--- config.mk ---
export PLATFORM = sky130hd
export DESIGN_NAME = wp_ctrl
export DESIGN_NICKNAME = d
export VERILOG_FILES = /design/src/rtl/wpc_pkg.sv /design/src/rtl/wpc_decode.sv /design/src/rtl/wpc_latches.sv /design/src/rtl/wpc_nv_timer.sv /design/src/rtl/wp_ctrl.sv
export SDC_FILE = /design/constraint.sdc
export NUM_CORES = 1
export LEC_CHECK = 0
export BUFFER_PORTS_ARGS = -buffer_cell sky130_fd_sc_hd__buf_4
export CORE_AREA = 2 2 54 56
export CTS_CLUSTER_SIZE = 40
export DETAILED_ROUTE_END_ITERATION = 6
export DIE_AREA = 0 0 56 58
export GPL_TIMING_DRIVEN = 0
export PLACE_DENSITY = 0.75
export SYNTH_ARGS = -nofsm -noshare
export SYNTH_HDL_FRONTEND = slang
export SYNTH_SLANG_ARGS = --single-unit
--- constraint.sdc ---
create_clock -name clk -period 2.48 [get_ports clk]
set_input_delay 0.372 -clock clk [delete_from_list [all_inputs] [get_ports clk]]
set_output_delay 0.372 -clock clk [all_outputs]
set_load 0.02 [all_outputs]
--- src/rtl/wpc_pkg.sv ---
package wpc_pkg;

  typedef struct packed {
    logic       pen;
    logic [1:0] blk;
  } nv_bits_t;

  typedef enum logic [2:0] {
    REGOP_NONE,
    REGOP_WEL_SET,
    REGOP_WEL_CLR,
    REGOP_RWEL_SET,
    REGOP_NV_STAGE
  } reg_op_e;

  localparam logic [7:0] RSVD_MASK = 8'h61;

  function automatic logic [7:0] reg_image(nv_bits_t nv, logic rwel, logic wel);
    return {nv.pen, 2'b00, nv.blk, rwel, wel, 1'b0};
  endfunction

  function automatic logic region_locked(logic [1:0] top2, logic [1:0] blk);
    case (blk)
      2'd0:    return 1'b0;
      2'd1:    return top2 == 2'b11;
      2'd2:    return top2[1];
      default: return 1'b1;
    endcase
  endfunction

  function automatic reg_op_e classify(logic [7:0] d, logic wel, logic rwel);
    if (d[2] && d[1]) begin
      if (wel && !d[7] && d[4:3] == 2'b00) return REGOP_RWEL_SET;
      return REGOP_NONE;
    end
    if (d[2]) return REGOP_NONE;
    if (rwel) return d[1] ? REGOP_NV_STAGE : REGOP_NONE;
    return d[1] ? REGOP_WEL_SET : REGOP_WEL_CLR;
  endfunction

endpackage

--- src/rtl/wpc_decode.sv ---
module wpc_decode
  import wpc_pkg::*;
#(
  parameter int AW = 16
) (
  input  logic          wr_byte,
  input  logic          rd_req,
  input  logic [AW-1:0] addr,
  input  logic [7:0]    data,
  input  logic          first,
  input  logic          busy,
  input  logic          wel,
  input  logic          rwel,
  input  nv_bits_t      nv,
  input  logic          hw_lock,
  output logic          ack,
  output logic          wel_set,
  output logic          wel_clr,
  output logic          rwel_set,
  output logic          nv_stage,
  output logic          arr_accept,
  output logic          cnt_zero,
  output logic [7:0]    rd_val
);
  logic    at_reg;
  reg_op_e op;

  assign at_reg = &addr;
  assign op     = classify(data, wel, rwel);

  always_comb begin
    ack        = 1'b0;
    wel_set    = 1'b0;
    wel_clr    = 1'b0;
    rwel_set   = 1'b0;
    nv_stage   = 1'b0;
    arr_accept = 1'b0;
    cnt_zero   = 1'b0;
    rd_val     = 8'h00;
    if (!busy) begin
      if (rd_req) begin
        ack = 1'b1;
        if (at_reg) begin
          rd_val   = reg_image(nv, rwel, wel);
          cnt_zero = 1'b1;
        end
      end else if (wr_byte) begin
        if (at_reg) begin
          if (first && (data & RSVD_MASK) == 8'h00) begin
            ack      = 1'b1;
            wel_set  = (op == REGOP_WEL_SET);
            wel_clr  = (op == REGOP_WEL_CLR);
            rwel_set = (op == REGOP_RWEL_SET);
            nv_stage = (op == REGOP_NV_STAGE) && !hw_lock;
          end
        end else if (wel) begin
          ack        = 1'b1;
          arr_accept = !region_locked(addr[AW-1:AW-2], nv.blk);
        end
      end
    end
  end

endmodule

--- src/rtl/wpc_latches.sv ---
module wpc_latches
  import wpc_pkg::*;
(
  input  logic     clk,
  input  logic     vol_rst_n,
  input  logic     por_n,
  input  logic     wel_set,
  input  logic     wel_clr,
  input  logic     rwel_set,
  input  logic     nv_stage,
  input  nv_bits_t stage_bits,
  input  logic     arr_accept,
  input  logic     stop,
  input  logic     busy,
  input  logic     hw_lock,
  output logic     wel,
  output logic     rwel,
  output nv_bits_t nv,
  output logic     commit,
  output logic     nv_go
);
  logic     pend_reg, pend_arr;
  nv_bits_t staged;
  logic     stop_ok, commit_reg;

  assign stop_ok    = stop && !busy;
  assign commit_reg = stop_ok && pend_reg && !hw_lock;
  assign commit     = commit_reg || (stop_ok && pend_arr);

  always_ff @(posedge clk or negedge vol_rst_n) begin
    if (!vol_rst_n) begin
      wel      <= 1'b0;
      rwel     <= 1'b0;
      pend_reg <= 1'b0;
      pend_arr <= 1'b0;
      staged   <= '0;
      nv_go    <= 1'b0;
    end else begin
      nv_go <= commit;
      if (wel_set)  wel  <= 1'b1;
      if (wel_clr)  wel  <= 1'b0;
      if (rwel_set) rwel <= 1'b1;
      if (nv_stage) begin
        pend_reg <= 1'b1;
        staged   <= stage_bits;
      end
      if (arr_accept) pend_arr <= 1'b1;
      if (stop_ok) begin
        pend_reg <= 1'b0;
        pend_arr <= 1'b0;
      end
      if (commit) rwel <= 1'b0;
    end
  end

  always_ff @(posedge clk or negedge por_n) begin
    if (!por_n)          nv <= '0;
    else if (commit_reg) nv <= staged;
  end

  AST_RWEL_DROPS: assert property (@(posedge clk) disable iff (!vol_rst_n)
    nv_go |-> !rwel);
  AST_LOCK_FREEZES: assert property (@(posedge clk) disable iff (!vol_rst_n || !por_n)
    hw_lock |=> $stable(nv));
  AST_WEL_KEPT: assert property (@(posedge clk) disable iff (!vol_rst_n)
    (rwel && wel) |=> wel);

endmodule

--- src/rtl/wpc_nv_timer.sv ---
module wpc_nv_timer #(
  parameter int NV_CYCLES = 16
) (
  input  logic clk,
  input  logic rst_n,
  input  logic go,
  output logic busy
);
  localparam int CW = $clog2(NV_CYCLES + 1);

  logic [CW-1:0] cnt;
  logic [CW:0]   run_len;

  assign busy = (cnt != '0);

  always_ff @(posedge clk or negedge rst_n) begin
    if (!rst_n)           cnt <= '0;
    else if (go)          cnt <= CW'(NV_CYCLES);
    else if (cnt != '0)   cnt <= cnt - 1'b1;
  end

  always_ff @(posedge clk or negedge rst_n) begin
    if (!rst_n)    run_len <= '0;
    else if (busy) run_len <= run_len + 1'b1;
    else           run_len <= '0;
  end

  AST_GO_WHEN_IDLE: assert property (@(posedge clk) disable iff (!rst_n)
    go |-> !busy);
  AST_GO_RAISES_BUSY: assert property (@(posedge clk) disable iff (!rst_n)
    go |=> busy);
  AST_BUSY_LENGTH: assert property (@(posedge clk) disable iff (!rst_n)
    $fell(busy) |-> run_len == (CW+1)'(NV_CYCLES));

endmodule

--- src/rtl/wp_ctrl.sv ---
module wp_ctrl
  import wpc_pkg::*;
#(
  parameter int AW        = 16,
  parameter int NV_CYCLES = 16
) (
  input  logic          clk,
  input  logic          rst_n,
  input  logic          por_n,
  input  logic          wp_pin,
  input  logic          wr_start,
  input  logic          wr_byte,
  input  logic          stop,
  input  logic          rd_req,
  input  logic [AW-1:0] addr,
  input  logic [7:0]    data,
  output logic          rsp_valid,
  output logic          rsp_ack,
  output logic [7:0]    rd_data,
  output logic          cnt_clr,
  output logic          busy,
  output logic          nv_go,
  output logic          hw_lock
);
  logic     vol_rst_n;
  logic     first;
  logic     wel, rwel, commit;
  nv_bits_t nv, stage_bits;
  logic     d_ack, d_wel_set, d_wel_clr, d_rwel_set, d_nv_stage, d_arr_accept, d_cnt_zero;
  logic [7:0] d_rd_val;

  assign vol_rst_n  = rst_n & por_n;
  assign hw_lock    = wp_pin & nv.pen;
  assign stage_bits = '{pen: data[7], blk: data[4:3]};

  always_ff @(posedge clk or negedge vol_rst_n) begin
    if (!vol_rst_n)    first <= 1'b0;
    else if (wr_start) first <= 1'b1;
    else if (wr_byte)  first <= 1'b0;
  end

  wpc_decode #(.AW(AW)) u_decode (
    .wr_byte    (wr_byte),
    .rd_req     (rd_req),
    .addr       (addr),
    .data       (data),
    .first      (first),
    .busy       (busy),
    .wel        (wel),
    .rwel       (rwel),
    .nv         (nv),
    .hw_lock    (hw_lock),
    .ack        (d_ack),
    .wel_set    (d_wel_set),
    .wel_clr    (d_wel_clr),
    .rwel_set   (d_rwel_set),
    .nv_stage   (d_nv_stage),
    .arr_accept (d_arr_accept),
    .cnt_zero   (d_cnt_zero),
    .rd_val     (d_rd_val)
  );

  wpc_latches u_latches (
    .clk        (clk),
    .vol_rst_n  (vol_rst_n),
    .por_n      (por_n),
    .wel_set    (d_wel_set),
    .wel_clr    (d_wel_clr),
    .rwel_set   (d_rwel_set),
    .nv_stage   (d_nv_stage),
    .stage_bits (stage_bits),
    .arr_accept (d_arr_accept),
    .stop       (stop),
    .busy       (busy),
    .hw_lock    (hw_lock),
    .wel        (wel),
    .rwel       (rwel),
    .nv         (nv),
    .commit     (commit),
    .nv_go      (nv_go)
  );

  wpc_nv_timer #(.NV_CYCLES(NV_CYCLES)) u_timer (
    .clk   (clk),
    .rst_n (vol_rst_n),
    .go    (commit),
    .busy  (busy)
  );

  always_ff @(posedge clk or negedge vol_rst_n) begin
    if (!vol_rst_n) begin
      rsp_valid <= 1'b0;
      rsp_ack   <= 1'b0;
      rd_data   <= 8'h00;
      cnt_clr   <= 1'b0;
    end else begin
      rsp_valid <= wr_byte | rd_req;
      rsp_ack   <= d_ack;
      cnt_clr   <= d_cnt_zero;
      if (rd_req) rd_data <= d_rd_val;
    end
  end

  AST_BUSY_REFUSES: assert property (@(posedge clk) disable iff (!vol_rst_n)
    ((wr_byte || rd_req) && busy) |=> (rsp_valid && !rsp_ack));
  AST_NO_WEL_NO_ACK: assert property (@(posedge clk) disable iff (!vol_rst_n)
    (wr_byte && !(&addr) && !wel) |=> !rsp_ack);
  AST_EXTRA_BYTE_NACK: assert property (@(posedge clk) disable iff (!vol_rst_n)
    (wr_byte && (&addr) && !first) |=> !rsp_ack);
  AST_RSVD_READ_ZERO: assert property (@(posedge clk) disable iff (!vol_rst_n)
    rsp_valid |-> (rd_data & RSVD_MASK) == 8'h00);

endmodule

Yosys cells after proc, flatten, opt, wreduce, memory -nomap -nowiden
Index checks and enable logic that the tools add are counted.

cells by class
  reduce and logical (&&, ||, !) cells = 25
  bitwise gates (word level) = 3
  add/sub/neg operators = 1
  eq/ne operators = 7
  muxes and demuxes = 72

operators by type and width
  operator             count
  $mux 1               57
  $mux 3               9
  $mux 8               2
  $reduce_and 16->1    1
  $reduce_bool 2->1    6
  $mux 5               2
  $logic_and 1x1->1    9
  $logic_not 8->1      1
  $eq 3x2->1 const B   2
  $reduce_bool 5->1    1
  $sub 5x1->5 const B  1
  $eq 2x2->1 const B   2
  $logic_not 1->1      4
  $logic_not 2->1      2
  $eq 3x1->1 const B   1
  $eq 3x3->1 const B   1
  $pmux 1 s3           1
  $and 1x1->1          2
  $eq 2x1->1 const B   1
  $mux 2               1
  $logic_or 1x1->1     1
  $or 1x1->1           1

storage, ports and cells
  bits in registers = 28
  input port bits = 32
  output and inout port bits = 14
  logic and storage cells = 123

Depth between registers and ports, before layout
  depth after elaboration = 21
  gate-level depth with buffers = 7
  gate-level depth less buffers = 6

Cells and area by module
A second synthesis with hierarchy kept.

unflattened totals
  cell total of the unflattened synthesis = 122
  area total of the unflattened synthesis = 1436.4 um^2

modules (own cells, without submodules)
  module        area an instance (um^2)  cells an instance  times used  sequential area each (um^2)
  wp_ctrl       461.7                    26                 1           300.3
  wpc_latches   427.9                    29                 1           275.3
  wpc_decode    285.3                    42                 1           0.0
  wpc_nv_timer  261.5                    25                 1           125.1

Worst setup path after synthesis
OpenSTA, ideal clock, no wires.

  kind = reg-to-reg
  from = register u_timer.cnt[0]
  to = register u_latches.staged[0] (netlist name)
  stages on the path, launching flop included = 7
  data arrival time = 1.635 ns
  path slack = 0.720 ns
  data required time = 2.355 ns
  buffers on the path = 0
  library setup time = 0.125 ns
  period minus slack after synthesis = 1.760 ns
  path through = dfrtp_1 > inv_1 > ha_1 > nor4b_4 > nor4b_4 > nand4_2 > mux2_2

on the way
  word-level cells in the longest chain between the ends = 2

RTL lines
  item                    RTL line            source
  from (decl)             wpc_nv_timer.sv:11  logic [CW-1:0] cnt;
  from (signal assigned)  wpc_nv_timer.sv:18  else if (go) cnt <= CW'(NV_CYCLES);
  from (signal assigned)  wpc_nv_timer.sv:19  else if (cnt != '0) cnt <= cnt - 1'b1;
  $reduce_bool 5->1       wpc_nv_timer.sv:14  assign busy = (cnt != '0);
  $mux 1                  wpc_decode.sv:40    if (!busy) begin
  to (signal assigned)    wpc_latches.sv:45   staged <= stage_bits;
  to (decl)               wpc_latches.sv:23   nv_bits_t staged;

No other way between the ends.
A chain may end at the register's enable or synchronous reset.

Final worst setup path
  from = register u_timer.cnt[0]
  to = output port busy

on the way
  word-level cells in the longest chain between the ends = 1

RTL lines
  item               RTL line            source
  $reduce_bool 5->1  wpc_nv_timer.sv:14
  to (decl)          wp_ctrl.sv:21       output logic busy,

No other way between the ends.

==> insert_results.sql <==
INSERT INTO impl_metrics (metric_group, metric, value, unit) VALUES
('outcome', 'outcome', 'finished clean', ''),
('timing', 'portion_of_the_clock_cycle_consumed_by_the_worst_path_in_the_final_layout', '93.48', '%'),
('clocking', 'clock_buffers_created_by_tritoncts', '3', ''),
('place', 'gp_congestion', '0.7794', ''),
('grt', 'gr-usage-all-layers', '17.30', '%'),
('worst_setup_path', 'rr_startpoint', 'u_timer.cnt[0]', ''),
('worst_setup_path', 'timing.rr.end', 'u_latches.staged[1]', ''),
('timing', 'unrepaired_setup_endpoints_after_global_routing', 'no', ''),
('routing', 'wl_per_cell', '14.18', 'microns'),
('timing', 'final_critical_path_setup_slack', '0.1616', 'ns'),
('yosys', 'synth.avg_cell_area', '11.36', 'sq um'),
('worst_setup_path', 'cp_cell_sequence', 'inv_1, ha_1, nor4b_4, clkbuf_2, inv_1, buf_4', ''),
('worst_setup_path', 'critical-path-top-cell-by-count', 'inv_1', ''),
('routing', 'drt_first_pass_iters', '4', ''),
('worst_setup_path', 'ff2ff_setup_slack', '0.47', 'ns'),
('worst_setup_path', 'setup.worst_path.end', 'busy', ''),
('die', 'dieHeight', '58', 'microns'),
('final_layout', 'num-fill-cells', '212', ''),
('routing', 'detail_route.drc_violations', '0', ''),
('worst_setup_path', 'worst_r2r_path_depth', '6', ''),
('final_layout', 'layout.area.seq', '625.6', 'sq um'),
('final_layout', 'antenna_cells_inserted', '0', ''),
('grt', 'number_of_antenna_violations_at_the_first_check_in_global_routing', '0', ''),
('timing', 'final-max-slew-violation-count', '0', ''),
('yosys', 'mapped_cell_area', '1204', 'sq um'),
('routing', 'drt_iter0_drc', '19', ''),
('worst_hold_path', 'holdCritPathClass', 'input port to flop', ''),
('routing', 'detail_route.wirelength', '2637', 'microns'),
('routing', 'avgViaCountPerCell', '5.538', ''),
('grt', 'grt_pass1_wl', '4443', 'microns'),
('clocking', 'h-tree-depth', '1', ''),
('die', 'die-width', '56', 'microns'),
('yosys', 'post_synth_edffs', '0', ''),
('yosys', 'synthesis.instances', '106', ''),
('timing', 'fin_crit', '2.318', 'ns'),
('die', 'design.core.area', '2663', 'sq um'),
('yosys', 'ys_seq_elements', '25', ''),
('clocking', 'cts.clk_slew.worst_paths', '0.13', 'ns'),
('timing', 'fmax', '0.4313', 'GHz'),
('final_layout', 'biggestRegsByFlops', 'rd_data x5, u_timer.cnt x5', ''),
('final_layout', 'final_cells', '186', ''),
('final_layout', 'finalCoreUtilization', '60.20', '%'),
('clocking', 'cts_tree', 'done', ''),
('worst_setup_path', 'critPathSlowestCell', 'dfrtp_1', ''),
('final_layout', 'area.growth.synth_to_final', '33.16', '%'),
('place', 'dpl.hpwl', '2148', 'microns'),
('die', 'placement_rows', '19', ''),
('place', 'portBuffers', '42', ''),
('clocking', 'worstSkewPairLatency', '0.32', 'ns'),
('routing', 'antenna_left', '0', ''),
('grt', 'grt_pass1_vias', '994', ''),
('worst_setup_path', 'critical_path_required', '2.11', 'ns'),
('final_layout', 'mostFrequentLayoutCell', 'buf_4', ''),
('timing', 'finalHoldViolCount', '0', ''),
('yosys', 'synth_cell_types', '34', ''),
('place', 'placement.setup.worst_slack', '0.3842', 'ns'),
('routing', 'routed-via-count', '1030', ''),
('clocking', 'clock-sinks', '25', ''),
('place', 'dp_cells', '181', ''),
('job', 'max_cap_violations', '0', ''),
('die', 'floorplan.initialDensity', '45.21', '%'),
('grt', 'maximum_number_of_pins_on_one_net_before_global_route_repair', '23', ''),
('grt', 'grt_overflow', '0', ''),
('pwr', 'vdd_drop_max', '0.5437', 'mV'),
('pwr', 'fin_total_pwr', '956.0', 'uW'),
('final_layout', 'multi_input_comb_area', '525.5', 'sq um'),
('yosys', 'synth_top_flop_cell', 'dfrtp_1', ''),
('timing', 'slew-limit-headroom', '35.72', '%'),
('timing', 'setup_viol', '0', ''),
('worst_setup_path', 'timing.critical_path.slowest_cell_delay', '0.43', 'ns'),
('timing', 'timing.clock.skew', '0.002869', 'ns');
-- worst max-delay path: cells and delay by family (launching register included) --
| family | cells | cell delay (ns) |
|---|---|---|
| adder cells (fa/ha/maj) | 1 | 0.17 |
| AND/OR/NAND/NOR | 1 | 0.36 |
| flip-flops | 1 | 0.43 |
| buffers and inverters | 4 | 0.66 |
-- metrics by stage --
step | hold WS (ns) | cell area [sq um]
2_1_floorplan | 0.07641 | 1211
3_3_place_gp | 0.1639 | 1565
3_5_place_dp | 0.1662 | 1565
4_1_cts | 0.2219 | 1602
5_1_grt | 0.2123 | 1603
6_report | 0.2206 | 1603
-- repair_timing --
| item | in CTS | in global routing |
|---|---|---|
| endpoints found under the hold margin | 3 | 0 |
| buffers inserted | 0 | 0 |
| resized for setup | 0 | 2 |
| endpoints found under the setup margin | 0 | 1 |
| hold buffers | 1 | 0 |
-- layer usage --
layer | track usage (%) | vias up | routed length (microns) | share of wire [%]
met5 | 0 | - | 0 | 0
met4 | 6.122 | 0 | 31 | 1.2
met3 | 2.679 | 4 | 178 | 6.8
met2 | 29.92 | 44 | 1284 | 49
met1 | 22.27 | 495 | 1142 | 43
li1 | - | 487 | - | -
-- power breakdown --
group | internal, mW | leakage, nW | switching (mW)
clock | 0.0629 | 0.0150 | 0.118
sequential | 0.461 | 0.334 | 0.0582
combinational | 0.128 | 0.454 | 0.127
total | 0.653 | 0.803 | 0.303
-- worst min-delay path by stage --
stage,end,slack [ns],depth (start not counted)
final,first,0.22,2
after global routing,first,0.21,2
after CTS,first,0.22,2
after detailed placement,u_latches.nv[1],0.17,1
after global placement,u_latches.nv[0],0.16,1
after floorplan,u_latches.nv[0],0.08,0
-- cell families (layout without fill, tap and decap cells) --
kind of cell | count (synthesis) | count (layout) | synth area share, %
AND/OR/NAND/NOR | 38 | 38 | 22.45
flip-flops | 25 | 25 | 51.98
AO/OA/AOI/OAI | 19 | 19 | 11.12
buffers and inverters | 13 | 60 | 4.989
multiplexers | 6 | 6 | 5.613
adder cells (fa/ha/maj) | 2 | 2 | 2.079
XOR/XNOR | 2 | 2 | 1.456
other | 1 | 3 | 0.3116
-- cell usage after synthesis, types with 2 or more instances --
library cell	n	area [sq um]
a21oi_1	2	10.01
a22o_1	5	43.79
buf_4	3	22.52
dfrtp_1	25	625.6
ha_1	2	25.02
inv_1	9	33.78
mux2_2	6	67.56
nand2_1	6	22.52
nand3_1	5	25.02
nand4_1	10	62.56
nor2_1	3	11.26
nor4b_1	2	17.52
nor4b_4	2	47.55
o211ai_1	2	15.01
o21ai_0	5	25.02
-- cell type report --
cell class                 count  area share (%)
buffer                         4           1.717
clock buffer                   4           1.639
inverter                       9           2.108
multi-input combinational     70           32.79
sequential                    25           39.03
tap                           31           2.420
timing repair buffer          43           20.30
Power figures use the tool's default switching activity.
